File: config.mk
export PLATFORM = sky130hd
export DESIGN_NAME = lrs_matrix_arb
export DESIGN_NICKNAME = d
export VERILOG_FILES = /design/src/rtl/lrs_arb_pkg.sv /design/src/rtl/lrs_prio_store.sv /design/src/rtl/lrs_grant_logic.sv /design/src/rtl/lrs_matrix_arb.sv
export SDC_FILE = /design/constraint.sdc
export NUM_CORES = 1
export LEC_CHECK = 0
export ABC_AREA = 1
export BUFFER_PORTS_ARGS = -buffer_cell sky130_fd_sc_hd__buf_2
export CAP_MARGIN = 20
export CORE_AREA = 2 2 39 41
export CTS_BUF_LIST = sky130_fd_sc_hd__clkbuf_4 sky130_fd_sc_hd__clkbuf_8
export CTS_CLUSTER_SIZE = 16
export DETAILED_ROUTE_END_ITERATION = 8
export DIE_AREA = 0 0 41 43
export GPL_ROUTABILITY_DRIVEN = 1
export HOLD_SLACK_MARGIN = 0.03
export SYNTH_ARGS = -nofsm -noshare
export SYNTH_HDL_FRONTEND = slang
export SYNTH_HIERARCHICAL = 1
export SYNTH_SLANG_ARGS = --single-unit
File: constraint.sdc
create_clock -name clk -period 1.1 [get_ports clk]
set_input_delay 0.11 -clock clk [delete_from_list [all_inputs] [get_ports clk]]
set_output_delay 0.11 -clock clk [all_outputs]
set_load 0.03 [all_outputs]
File: src/rtl/lrs_arb_pkg.sv
package lrs_arb_pkg;

    // Number of stored precedence bits for n requesters.
    function automatic int pair_count(input int n);
        return (n * (n - 1)) / 2;
    endfunction

    // Flat index of the bit for the pair (lo, hi), where lo < hi.
    function automatic int pair_index(input int lo, input int hi, input int n);
        return lo * n - (lo * (lo + 1)) / 2 + (hi - lo - 1);
    endfunction

endpackage

File: src/rtl/lrs_prio_store.sv
module lrs_prio_store #(
    parameter int NREQ = 4
) (
    input  logic                       clk,
    input  logic                       rst_n,
    input  logic [NREQ-1:0]            gnt,
    output logic [NREQ-1:0][NREQ-1:0]  prio
);
    import lrs_arb_pkg::*;

    localparam int NPAIR = pair_count(NREQ);

    logic [NPAIR-1:0] pbits;
    logic [NPAIR-1:0] pbits_nxt;

    // Row of the winner goes to 0, column of the winner goes to 1.
    always_comb begin
        pbits_nxt = pbits;
        for (int lo = 0; lo < NREQ; lo++) begin
            for (int hi = lo + 1; hi < NREQ; hi++) begin
                if (gnt[lo]) begin
                    pbits_nxt[pair_index(lo, hi, NREQ)] = 1'b0;
                end else if (gnt[hi]) begin
                    pbits_nxt[pair_index(lo, hi, NREQ)] = 1'b1;
                end
            end
        end
    end

    always_ff @(posedge clk or negedge rst_n) begin
        if (!rst_n) begin
            pbits <= '1;
        end else if (|gnt) begin
            pbits <= pbits_nxt;
        end
    end

    // Expand the triangle into a full matrix: prio[a][b] means a outranks b.
    for (genvar a = 0; a < NREQ; a++) begin : g_row
        for (genvar b = 0; b < NREQ; b++) begin : g_col
            if (a < b) begin : g_upper
                assign prio[a][b] = pbits[pair_index(a, b, NREQ)];
            end else if (a > b) begin : g_lower
                assign prio[a][b] = ~pbits[pair_index(b, a, NREQ)];
            end else begin : g_diag
                assign prio[a][b] = 1'b0;
            end
        end
    end

    // no grant, no change to the stored order
    assert_hold_state_R7: assert property (@(posedge clk) disable iff (!rst_n)
        !(|gnt) |=> $stable(pbits));

endmodule

File: src/rtl/lrs_grant_logic.sv
module lrs_grant_logic #(
    parameter int NREQ = 4
) (
    input  logic                       en,
    input  logic [NREQ-1:0]            req,
    input  logic [NREQ-1:0][NREQ-1:0]  prio,
    output logic [NREQ-1:0]            gnt
);
    logic [NREQ-1:0] blocked;

    for (genvar c = 0; c < NREQ; c++) begin : g_cand
        logic [NREQ-1:0] beaters;
        for (genvar o = 0; o < NREQ; o++) begin : g_other
            assign beaters[o] = prio[o][c];
        end
        assign blocked[c] = |(req & beaters);
        assign gnt[c]     = en & req[c] & ~blocked[c];
    end

endmodule

File: src/rtl/lrs_matrix_arb.sv
module lrs_matrix_arb #(
    parameter int NREQ = 4
) (
    input  logic            clk,
    input  logic            rst_n,
    input  logic            en,
    input  logic [NREQ-1:0] req,
    output logic [NREQ-1:0] gnt
);
    logic [NREQ-1:0][NREQ-1:0] prio;

    lrs_prio_store #(.NREQ(NREQ)) u_store (
        .clk   (clk),
        .rst_n (rst_n),
        .gnt   (gnt),
        .prio  (prio)
    );

    lrs_grant_logic #(.NREQ(NREQ)) u_grant (
        .en   (en),
        .req  (req),
        .prio (prio),
        .gnt  (gnt)
    );

    assert_onehot_R1: assert property (@(posedge clk) disable iff (!rst_n)
        $onehot0(gnt));

    assert_idle_R2: assert property (@(posedge clk) disable iff (!rst_n)
        (!en || req == '0) |-> gnt == '0);

    assert_granted_requests_R3: assert property (@(posedge clk) disable iff (!rst_n)
        (gnt & ~req) == '0);

    // a lone requester always wins when enabled
    assert_lone_wins_R8: assert property (@(posedge clk) disable iff (!rst_n)
        (en && $onehot(req)) |-> gnt == req);

    // the winner outranks nobody once the update lands
    for (genvar k = 0; k < NREQ; k++) begin : g_demote
        assert_demote_R5: assert property (@(posedge clk) disable iff (!rst_n)
            gnt[k] |=> prio[k] == '0);
    end

endmodule

==> reports/metrics.csv, run 1 <==
stage,metric,value,unit
detailed_routing,Via Count,389,
logic_synthesis,Synth warnings,6,
timing,RSZ-0062 raised after global routing,yes,
place,hpwl dp,685,µm
flow_run,max_cap viols,0,
cells_and_area,Top reg by flops,u_store/pbits,
setup_path,critical path startpoint category,flop,
floorplanning,die width,41,µm
detailed_routing,DRC violations left,0,
cells_and_area,"most common cell after layout, fill and taps aside",buf_6,
global_route,vias in the first global route,382,
timing,part of the cycle the worst path needs,121,%
power_and_ir_drop,VDD IR max,0.856,mV
place,IO buf count,10,
floorplanning,chip height,43,µm
timing,Setup Viol. Count Final,10,
clocking,"Clk pin slew, worst setup/hold paths",0.04,ns
setup_path,"Critical Path, Cell by Cell",inv_1 > nand2_1 > nand3_2 > nor2_4 > buf_6,
timing,Max Slew Vio Count,0,
worst_hold_path,Hold WC Path Type,primary input to asynchronous set/reset pin,
cells_and_area,Reg area,158,µm²
global_route,largest net degree at the start of global routing,7,
setup_path,r2r setup slk,-0.10,ns
detailed_routing,DR iter-0 viols,7,
detailed_routing,wire length per cell,9.77,µm
timing,FMAX,753,MHz
logic_synthesis,Mapped Cells,53,
logic_synthesis,cell area after synthesis,369,µm²
cells_and_area,final core utilization,49.8,%
cells_and_area,Antenna Cells,0,
cells_and_area,nets,88,
setup_path,worst r2r dst,u_store/pbits[3]$_DFFE_PN1P_,
run_status,violated checks,setup timing,
detailed_routing,final WL,928,µm
place,Final GP Congestion,0.665,
floorplanning,die footprint,1760,µm²
timing,Final min period,1.33,ns
cells_and_area,layout cells sized above 1,70.9,%
timing,skew final,0.00328,ns
cells_and_area,max reg flops,6,
setup_path,slowest CP cell,dfstp_2,
logic_synthesis,post-synth cell types,8,
run_status,status,"finished, violations left",
logic_synthesis,register area share after synthesis,42.7,%
detailed_routing,DRT Pass-1 Iters,3,
cells_and_area,most frequent cells in the layout,"buf_6, buf_4, nor2_4",
setup_path,Worst Reg-to-Reg Cells,7,
power_and_ir_drop,PD cells,2200,nW/µm²
global_route,total grt overflow,0,
setup_path,"Req. time, crit path",0.99,ns
global_route,Total GRT Usage,13.4,%
logic_synthesis,Avg Synthesized Cell Area,6.96,µm²
clocking,CTS Sinks,6,
cells_and_area,Fillers,133,
global_route,global-route wire length before repair,1520,µm
floorplanning,core area,1380,µm²
clocking,CTS tree,yes,
floorplanning,# rows,14,
setup_path,CP max FO,2,
detailed_routing,Final ANT Viol Nets,0,
clocking,clock root buffer,clkbuf_4,
clocking,CTS Buf Count,3,
timing,final hold vios,0,
timing,setup ws final,-0.228,ns
clocking,htree depth,1,
detailed_routing,post-DR vias/cell,4.09,
cells_and_area,synthesis-to-finish area growth,86.8,%
setup_path,Setup CP Type,flop to primary output,
cells_and_area,biggest regs,u_store/pbits (6),
floorplanning,IO Pins,11,
setup_path,critical path capture point type,primary output,
setup_path,Worst Path Arrival,1.22,ns
setup_path,buffers and inverters on the worst path,2,
global_route,initial antenna violation count,0,
setup_path,RR Startpoint,u_store/pbits[3]$_DFFE_PN1P_,
clocking,CTS max path bufs,2,
timing,Hold WS,0.413,ns
cells_and_area,area of the multi-input gates,265,µm²
clocking,Clock Latency Late Sink,0.24,ns
floorplanning,initial core utilization,26.7,%
setup_path,max incr delay on CP,0.53,ns
setup_path,"CP delay by family, top",flip-flops,
power_and_ir_drop,Leak,0.336,nW
logic_synthesis,Yosys reg bits,6,
report_power, final:
group | leakage [nW] | total, W | switching (W) | internal (W)
Sequential | 0.0631 | 0.000519 | 0.0000995 | 0.000420
Combinational | 0.259 | 0.000810 | 0.000378 | 0.000433
Clock | 0.0138 | 0.000190 | 0.0000677 | 0.000123
worst register-to-register path, stage by stage (launching register included):
cell     delay [ns]
dfstp_2        0.54
buf_4          0.10
nand2_1        0.05
nand3_2        0.08
nor2_4         0.04
buf_6          0.11
nor2_1         0.16
nor2_4         0.04
worst max-delay path by stage:
stage | startpoint | endpoint | cells after the start | slack, ns
global route | u_store/pbits[3]$_DFFE_PN1P_ | gnt[1] | 5 | -0.29
CTS | u_store/pbits[3]$_DFFE_PN1P_ | gnt[1] | 5 | -0.23
detailed placement | u_store/pbits[3]$_DFFE_PN1P_ | gnt[1] | 5 | -0.09
finish | u_store/pbits[5]$_DFFE_PN1P_ | gnt[2] | 5 | -0.23
floorplan | u_store/pbits[3]$_DFFE_PN1P_ | u_store/pbits[0]$_DFFE_PN1P_ | 6 | -0.05
global placement | u_store/pbits[3]$_DFFE_PN1P_ | gnt[1] | 5 | -0.09
cells in the mapped netlist, drive strengths merged:
| master | n | area [µm²] |
|---|---|---|
| inv | 6 | 22.5 |
| nand3b | 4 | 30.0 |
| nand3 | 4 | 20.0 |
| nor2 | 16 | 60.1 |
| conb | 1 | 3.75 |
| nand2 | 12 | 45.0 |
| dfstp | 6 | 158 |
| buf | 4 | 30.0 |
per-stage QoR:
step / worst slack, ns / setup TNS [ns] / instance area (µm²) / power (W) / cells
after floorplan: -0.0468 / -0.118 / 415 / 0.000804 / 56
after global placement: -0.0892 / -0.167 / 508 / 0.00100 / 85
after detailed placement: -0.0857 / -0.244 / 508 / 0.00101 / 85
after CTS: -0.229 / -1.29 / 661 / 0.00144 / 94
after global routing: -0.292 / -1.90 / 689 / 0.00165 / 95
final: -0.228 / -1.29 / 689 / 0.00152 / 95
kinds of logic after synthesis:
logic type,after synthesis,synth area share (%)
flops,6,42.7
buf+inv,10,14.2
simple gates,36,42.0
other cells,1,1.02
metal layers:
layer	share of wire (%)	global-route usage (%)	routed length (µm)	vias to the layer above
li1	-	-	-	206
met1	39	13.2	365	175
met2	57	22.2	528	8
met3	3.7	3.14	34	0
met4	0	10.0	0	0
met5	0	0	0	-
area by class of cell:
class	instances	area share, %
Multi-Input combinational cell	40	38.5
Timing Repair Buffer	24	29.2
Sequential cell	6	22.9
Clock buffer	3	3.27
Inverter	6	3.27
Tap cell	16	2.90
repair_timing:
item / in CTS / in global routing
hold buffers: 1 / 0
buffers inserted: 5 / 2
gates resized for setup: 26 / 9
pin swaps: 8 / 7
setup endpoints to repair: 7 / 10
endpoints found under the hold margin: 6 / 0
(Power assumes the default switching activity.)
==> run 2, diff against run 1 <==
Settings changed: SYNTH_HIERARCHICAL 1 to not set.
==> reports/metrics.csv, run 2 <==
stage,metric,value,unit,change
run_status,status,"finished, violations left",,
run_status,violated checks,setup timing,,
logic_synthesis,syn nets,58,,
setup_path,CP max FO,3,,+1
worst_hold_path,Hold WC Path Type,primary input to flop,,
detailed_routing,Via Count,378,,-2.8%
logic_synthesis,post-synth cell types,10,,+2
timing,Setup Viol. Count Final,9,,-1
place,DP Worst Slack,-0.0222,ns,+0.0635 ns
floorplanning,# rows,14,,unchanged
setup_path,Setup CP Type,flop to primary output,,
place,hpwl dp,668,µm,-2.5%
detailed_routing,post-DR vias/cell,4.15,,+1.4%
logic_synthesis,Yosys reg bits,6,,unchanged
clocking,Clock Latency Late Sink,0.24,ns,about the same
setup_path,"Critical Path, Cell by Cell",inv_1 > nand2_2 > nand2_2 > nor2_4 > buf_6,,
clocking,CTS Buf Count,3,,unchanged
floorplanning,die width,41,µm,unchanged
timing,FMAX,757,MHz,+0.56%
timing,setup ws final,-0.221,ns,+0.00742 ns
flow_run,max_cap viols,0,,unchanged
setup_path,Setup crit start,u_store.pbits[0]$_DFFE_PN1P_,,
logic_synthesis,Avg Synthesized Cell Area,7.07,µm²,+1.5%
detailed_routing,final WL,974,µm,+5.0%
logic_synthesis,register area share after synthesis,43.8,%,+1.0 points
setup_path,worst r2r dst,u_store.pbits[0]$_DFFE_PN1P_,,
cells_and_area,layout cells sized above 1,72.0,%,+1.1 points
cells_and_area,synthesis-to-finish area growth,71.9,%,
power_and_ir_drop,Sw Ratio,37.6,%,+1.7 points
timing,part of the cycle the worst path needs,120,%,-0.67 points
setup_path,max incr delay on CP,0.53,ns,about the same
timing,RSZ-0062 raised after global routing,yes,,
worst_hold_path,HP Start,req[3],,
global_route,largest net degree at the start of global routing,7,,unchanged
power_and_ir_drop,share of power burned in registers,36.6,%,+2.4 points
logic_synthesis,Synth warnings,0,,-6
detailed_routing,DRT Pass-1 Iters,4,,+1
global_route,vias in the first global route,393,,+2.9%
power_and_ir_drop,clock group share of total power,14.1,%,+1.6 points
floorplanning,chip height,43,µm,unchanged
timing,Least-Margin Pin Slew,0.147,ns,
worst_hold_path,Min-Delay Endpoint,u_store.pbits[5]$_DFFE_PN1P_,,
logic_synthesis,"FFs w/ async S/R, synth",100,%,unchanged
clocking,clock root buffer,clkbuf_4,,
global_route,initial antenna violation count,0,,unchanged
cells_and_area,max reg flops,6,,unchanged
global_route,global-route wire length before repair,1670,µm,+9.9%
global_route,Total GRT Usage,14.1,%,+0.71 points
setup_path,r2r setup slk,-0.11,ns,about the same
cells_and_area,Antenna Cells,0,,unchanged
cells_and_area,biggest regs,u_store.pbits (6),,
floorplanning,IO Pins,11,,unchanged
timing,final hold vios,0,,unchanged
cells_and_area,most frequent cells in the layout,"nand2_2, nand2_1, buf_6",,
cells_and_area,"most common cell after layout, fill and taps aside",nand2_2,,
floorplanning,die footprint,1760,µm²,unchanged
floorplanning,core area,1380,µm²,unchanged
setup_path,most frequent CP cell,nand2_2,,
cells_and_area,Top reg by flops,u_store.pbits,,
clocking,CTS tree,yes,,
setup_path,Worst Path Arrival,1.21,ns,about the same
setup_path,critical path capture point type,primary output,,
logic_synthesis,"EDFF count, synth",0,,unchanged
timing,Slew HR,90.2,%,
logic_synthesis,Yosys top cell by area,dfstp_2,,
timing,skew final,0.00269,ns,-0.000585 ns
place,IO buf count,10,,unchanged
setup_path,"CP delay by family, top",flip-flops,,
logic_synthesis,Synth top cells by count,"nand2_1, inv_1, dfstp_2, nor2_1",,
setup_path,"Req. time, crit path",0.99,ns,about the same
clocking,"Clk pin slew, worst setup/hold paths",0.05,ns,about the same
detailed_routing,DRC violations left,0,,unchanged
timing,Max Slew Vio Count,0,,unchanged
logic_synthesis,Mapped Cells,51,,-3.8%
logic_synthesis,cell area after synthesis,360,µm²,-2.4%
detailed_routing,Final ANT Viol Nets,0,,unchanged
power_and_ir_drop,Leak,0.309,nW,-8.1%
setup_path,RR Startpoint,u_store.pbits[3]$_DFFE_PN1P_,,
logic_synthesis,"count leader, synth",nand2_1,,
cells_and_area,nets,84,,-4.5%
setup_path,slowest CP cell,dfstp_2,,
power_and_ir_drop,VDD IR max,1.12,mV,+31%
logic_synthesis,Synth top area share,43.8,%,+1.0 points
global_route,total grt overflow,0,,unchanged
logic_synthesis,Post-synth top flop,dfstp_2,,
place,Final GP Congestion,0.750,,+13%
power_and_ir_drop,Int Pwr,0.000880,W,-9.7%
logic_synthesis,Area contributors post-synth,"dfstp_2, nand2_1, inv_1, nand2_2, nor2_1",,
detailed_routing,wire length per cell,10.7,µm,+9.6%
detailed_routing,DR iter-0 viols,4,,-3
setup_path,Worst Reg-to-Reg Cells,8,,+1
timing,Final min period,1.32,ns,-0.00742 ns
power_and_ir_drop,Psw,0.000530,W,-2.7%
clocking,CTS max path bufs,2,,unchanged
clocking,htree depth,1,,unchanged
timing,Hold WS,0.392,ns,-0.0208 ns
power_and_ir_drop,Gate power share,49.3,%,-4.0 points
worst_hold_path,hold depth,6,,
setup_path,critical path startpoint category,flop,,
power_and_ir_drop,PD cells,2280,nW/µm²,+3.3%
floorplanning,initial core utilization,26.0,%,-0.63 points
setup_path,buffers and inverters on the worst path,2,,unchanged
clocking,CTS Sinks,6,,unchanged
run 2: changes by cell type after synthesis, moves of 2 or more:
cell	change
nor2_1	-10
nand2_1	+5
a21oi_1	+4
buf_4	-4
nand2_2	+4
nand3b_1	-4
nand3_1	-3
clkinv_1	+2
inv_1	+2
nor2_4	+2
run 2: kinds of logic (layout without fill, tap and decap cells):
family | Yosys count | count (layout) | synth area share, %
AO/OA/AOI/OAI | 4 | 4 | 5.56
buffers and inverters | 10 | 34 | 10.4
flip-flops | 6 | 6 | 43.7
AND/OR/NAND/NOR | 31 | 31 | 40.3
run 2: worst max-delay path by stage:
stage	endpoint	slack, ns	cells after the start
3_3_place_gp	gnt[0]	-0.02	5
4_1_cts	gnt[0]	-0.22	5
2_1_floorplan	u_store.pbits[0]$_DFFE_PN1P_	-0.0008	6
5_1_grt	gnt[0]	-0.27	5
3_5_place_dp	gnt[2]	-0.02	5
6_report	gnt[0]	-0.22	5
run 2: what timing repair did:
item                                    4_1_cts  5_1_grt
endpoints found under the hold margin         6        0
pin swaps                                     5        6
hold buffers                                  1        0
endpoints found under the setup margin        5       10
setup buffers                                 3        4
gates resized for setup                      14       17
cloned                                        0        0
run 2: cell type report:
type | count | area, µm²
Tap cell | 16 | 20.0
Sequential cell | 6 | 158
Clock buffer | 3 | 22.5
Fill cell | 140 | 764
Inverter | 10 | 37.5
Multi-Input combinational cell | 35 | 203
Timing Repair Buffer | 21 | 179
run 2: worst register-to-register path: cells and delay by family, from the launching register on:
kind                   cells  cell delay (ns)
buffers and inverters      3             0.25
DFF                        1             0.55
and+or+nand+nor            5             0.35
run 2: metal layers:
metal  GRT usage, %  vias to the layer above  wire (µm)
li1               -                      198          -
met1           16.9                      170        352
met2           22.5                        8        568
met3           3.66                        2         30
met4           6.00                        0         23
met5              0                        -          0
run 2: through the flow:
step | std cells | power, W | area (µm²) | util (%) | setup TNS, ns
6_report | 91 | 0.00141 | 619 | 44.8 | -0.997
5_1_grt | 91 | 0.00153 | 619 | 44.8 | -1.62
4_1_cts | 89 | 0.00130 | 564 | 40.8 | -0.921
3_5_place_dp | 82 | 0.000988 | 473 | 34.2 | -0.0485
3_3_place_gp | 82 | 0.000980 | 473 | 34.2 | -0.0360
2_1_floorplan | 51 | 0.000809 | 365 | - | -0.000845
run 2: power groups by stage:
stage	sequential (W)	clock, W	combinational (W)
6_report	0.000516	0.000199	0.000695
5_1_grt	0.000532	0.000224	0.000776
4_1_cts	0.000502	0.000208	0.000592
3_5_place_dp	0.000493	0	0.000495
3_3_place_gp	0.000487	0	0.000493
2_1_floorplan	0.000470	0	0.000339
==> run 3, diff against run 2 <==
==> constraint.sdc (replaced) <==
create_clock -name clk -period 1.1 [get_ports clk]
set_input_delay 0.22 -clock clk [delete_from_list [all_inputs] [get_ports clk]]
set_output_delay 0.22 -clock clk [all_outputs]
set_load 0.03 [all_outputs]
==> reports/metrics.csv, run 3 (synthesis gave the netlist of run 2 again) <==
stage,metric,value,unit,change
power_and_ir_drop,Leak,0.324,nW,+5.0%
timing,Final min period,1.44,ns,+0.118 ns
floorplanning,die footprint,1760,µm²,unchanged
power_and_ir_drop,VDD IR max,1.06,mV,-5.8%
cells_and_area,synthesis-to-finish area growth,77.4,%,
timing,FMAX,695,MHz,-8.2%
flow_run,max_cap viols,0,,unchanged
timing,part of the cycle the worst path needs,131,%,+11 points
global_route,Total GRT Usage,14.0,%,-0.13 points
setup_path,critical path startpoint category,flop,,
timing,Setup Viol. Count Final,9,,unchanged
clocking,CTS Sinks,6,,unchanged
cells_and_area,Non-Filler Instances,94,,+3.3%
cells_and_area,most frequent cells in the layout,"nand2_1, nand2_2, buf_6",,
timing,Hold WS,0.423,ns,+0.0313 ns
setup_path,Worst Reg-to-Reg Cells,8,,unchanged
timing,skew final,0.00218,ns,-0.000508 ns
floorplanning,die width,41,µm,unchanged
floorplanning,IO Pins,11,,unchanged
timing,Max Slew Vio Count,0,,unchanged
power_and_ir_drop,share of power burned in registers,33.7,%,-2.9 points
detailed_routing,Via Count,398,,+5.3%
cells_and_area,Top reg by flops,u_store.pbits,,
cells_and_area,max reg flops,6,,unchanged
detailed_routing,wire length per cell,10.6,µm,-0.91%
place,hpwl dp,675,µm,+0.97%
power_and_ir_drop,clock group share of total power,13.5,%,-0.6 points
global_route,largest net degree at the start of global routing,7,,unchanged
timing,setup ws final,-0.339,ns,-0.118 ns
global_route,initial antenna violation count,0,,unchanged
cells_and_area,Fillers,136,,-2.9%
run_status,status,"finished, violations left",,
place,DP Worst Slack,-0.137,ns,-0.115 ns
setup_path,r2r setup slk,-0.11,ns,about the same
setup_path,"Req. time, crit path",0.88,ns,-0.11 ns
setup_path,RR Startpoint,u_store.pbits[4]$_DFFE_PN1P_,,
run_status,violated checks,setup timing,,
global_route,vias in the first global route,399,,+1.5%
place,Post-Place Cells,84,,+2.4%
cells_and_area,nets,87,,+3.6%
power_and_ir_drop,Int Pwr,0.000966,W,+9.7%
clocking,CTS Buf Count,3,,unchanged
clocking,CTS tree,yes,,
clocking,clock root buffer,clkbuf_4,,
worst_hold_path,Hold WC Path Type,primary input to flop,,
cells_and_area,final instance area,639,µm²,+3.2%
detailed_routing,DRC violations left,0,,unchanged
cells_and_area,Antenna Cells,0,,unchanged
timing,RSZ-0062 raised after global routing,yes,,
detailed_routing,DRT Pass-1 Iters,2,,-2
timing,Least-Margin Pin Slew,0.164,ns,+0.0169 ns
setup_path,critical path capture point type,primary output,,
cells_and_area,"most common cell after layout, fill and taps aside",nand2_1,,
place,area post-placement,488,µm²,+3.2%
setup_path,Setup crit start,u_store.pbits[2]$_DFFE_PN1P_,,
cells_and_area,layout cells sized above 1,69.2,%,-2.8 points
setup_path,CP max FO,2,,-1
detailed_routing,final WL,997,µm,+2.4%
floorplanning,initial core utilization,26.0,%,unchanged
clocking,CTS max path bufs,2,,unchanged
timing,post-route setup TNS,-1.50,ns,-0.502 ns
setup_path,Worst Path Arrival,1.22,ns,about the same
place,IO buf count,10,,unchanged
worst_hold_path,hold depth,5,,-1
global_route,global-route wire length before repair,1630,µm,-2.5%
clocking,htree depth,1,,unchanged
floorplanning,core area,1380,µm²,unchanged
detailed_routing,post-DR vias/cell,4.23,,+1.9%
clocking,Clock Latency Late Sink,0.24,ns,about the same
timing,Slew HR,89.1,%,-1.1 points
place,Final GP Congestion,0.754,,+0.59%
cells_and_area,biggest regs,u_store.pbits (6),,
global_route,total grt overflow,0,,unchanged
floorplanning,# rows,14,,unchanged
worst_hold_path,HP Start,req[2],,
worst_hold_path,Min-Delay Endpoint,u_store.pbits[4]$_DFFE_PN1P_,,
detailed_routing,Final ANT Viol Nets,0,,unchanged
power_and_ir_drop,Gate power share,52.8,%,+3.5 points
power_and_ir_drop,PD cells,2370,nW/µm²,+4.1%
setup_path,worst r2r dst,u_store.pbits[0]$_DFFE_PN1P_,,
power_and_ir_drop,Sw Ratio,36.3,%,-1.3 points
timing,final hold vios,0,,unchanged
detailed_routing,DR iter-0 viols,7,,+3
setup_path,Setup CP Type,flop to primary output,,
floorplanning,chip height,43,µm,unchanged
clocking,"Clk pin slew, worst setup/hold paths",0.05,ns,about the same
power_and_ir_drop,Psw,0.000550,W,+3.9%
run 3: per-layer routing:
layer	track usage, %	wire length (µm)
met5	0	0
met1	14.1	374
met3	4.71	34
met4	6.00	13
met2	24.1	573
run 3: power by group through the flow:
| stage | Combinational, W | Sequential [W] | Clock, W |
|---|---|---|---|
| 2_1_floorplan | 0.000339 | 0.000470 | 0 |
| 3_3_place_gp | 0.000526 | 0.000480 | 0 |
| 3_5_place_dp | 0.000531 | 0.000484 | 0 |
| 4_1_cts | 0.000666 | 0.000480 | 0.000213 |
| 5_1_grt | 0.000879 | 0.000520 | 0.000220 |
| 6_report | 0.000801 | 0.000510 | 0.000205 |
run 3: worst max-delay path, stage by stage, from the launching register on:
cell and delay, ns:
dfstp_2 0.54, inv_2 0.04, nand2_2 0.05, nand3_2 0.08
nor2_4 0.13, buf_6 0.14
run 3: layout make-up:
type | count | area, µm² | area share [%]
timing repair buffer | 24 | 201 | 31.5
multi-input combinational | 35 | 200 | 31.3
sequential | 6 | 158 | 24.7
inverter | 10 | 37.5 | 5.87
clock buffer | 3 | 22.5 | 3.52
tap | 16 | 20.0 | 3.13
run 3: through the flow:
stage / util [%] / total power (W)
finish: 46.2 / 0.00152
global route: 46.2 / 0.00162
global placement: 35.3 / 0.00101
floorplan: - / 0.000809
detailed placement: 35.3 / 0.00101
CTS: 42.3 / 0.00136
run 3: worst max path at each step:
| stage | endpoint | cells past startpoint |
|---|---|---|
| after detailed placement | gnt[0] | 5 |
| after global routing | gnt[0] | 5 |
| after global placement | gnt[0] | 5 |
| final | gnt[0] | 5 |
| after floorplan | gnt[0] | 4 |
| after CTS | gnt[0] | 5 |
run 3: what timing repair did:
item / in CTS / in global routing
gates resized for setup: 14 / 14
setup buffers: 3 / 4
hold buffers: 1 / 0
pin swaps: 4 / 7
setup endpoints to repair: 5 / 10
endpoints found under the hold margin: 6 / 0
gates cloned: 0 / 0
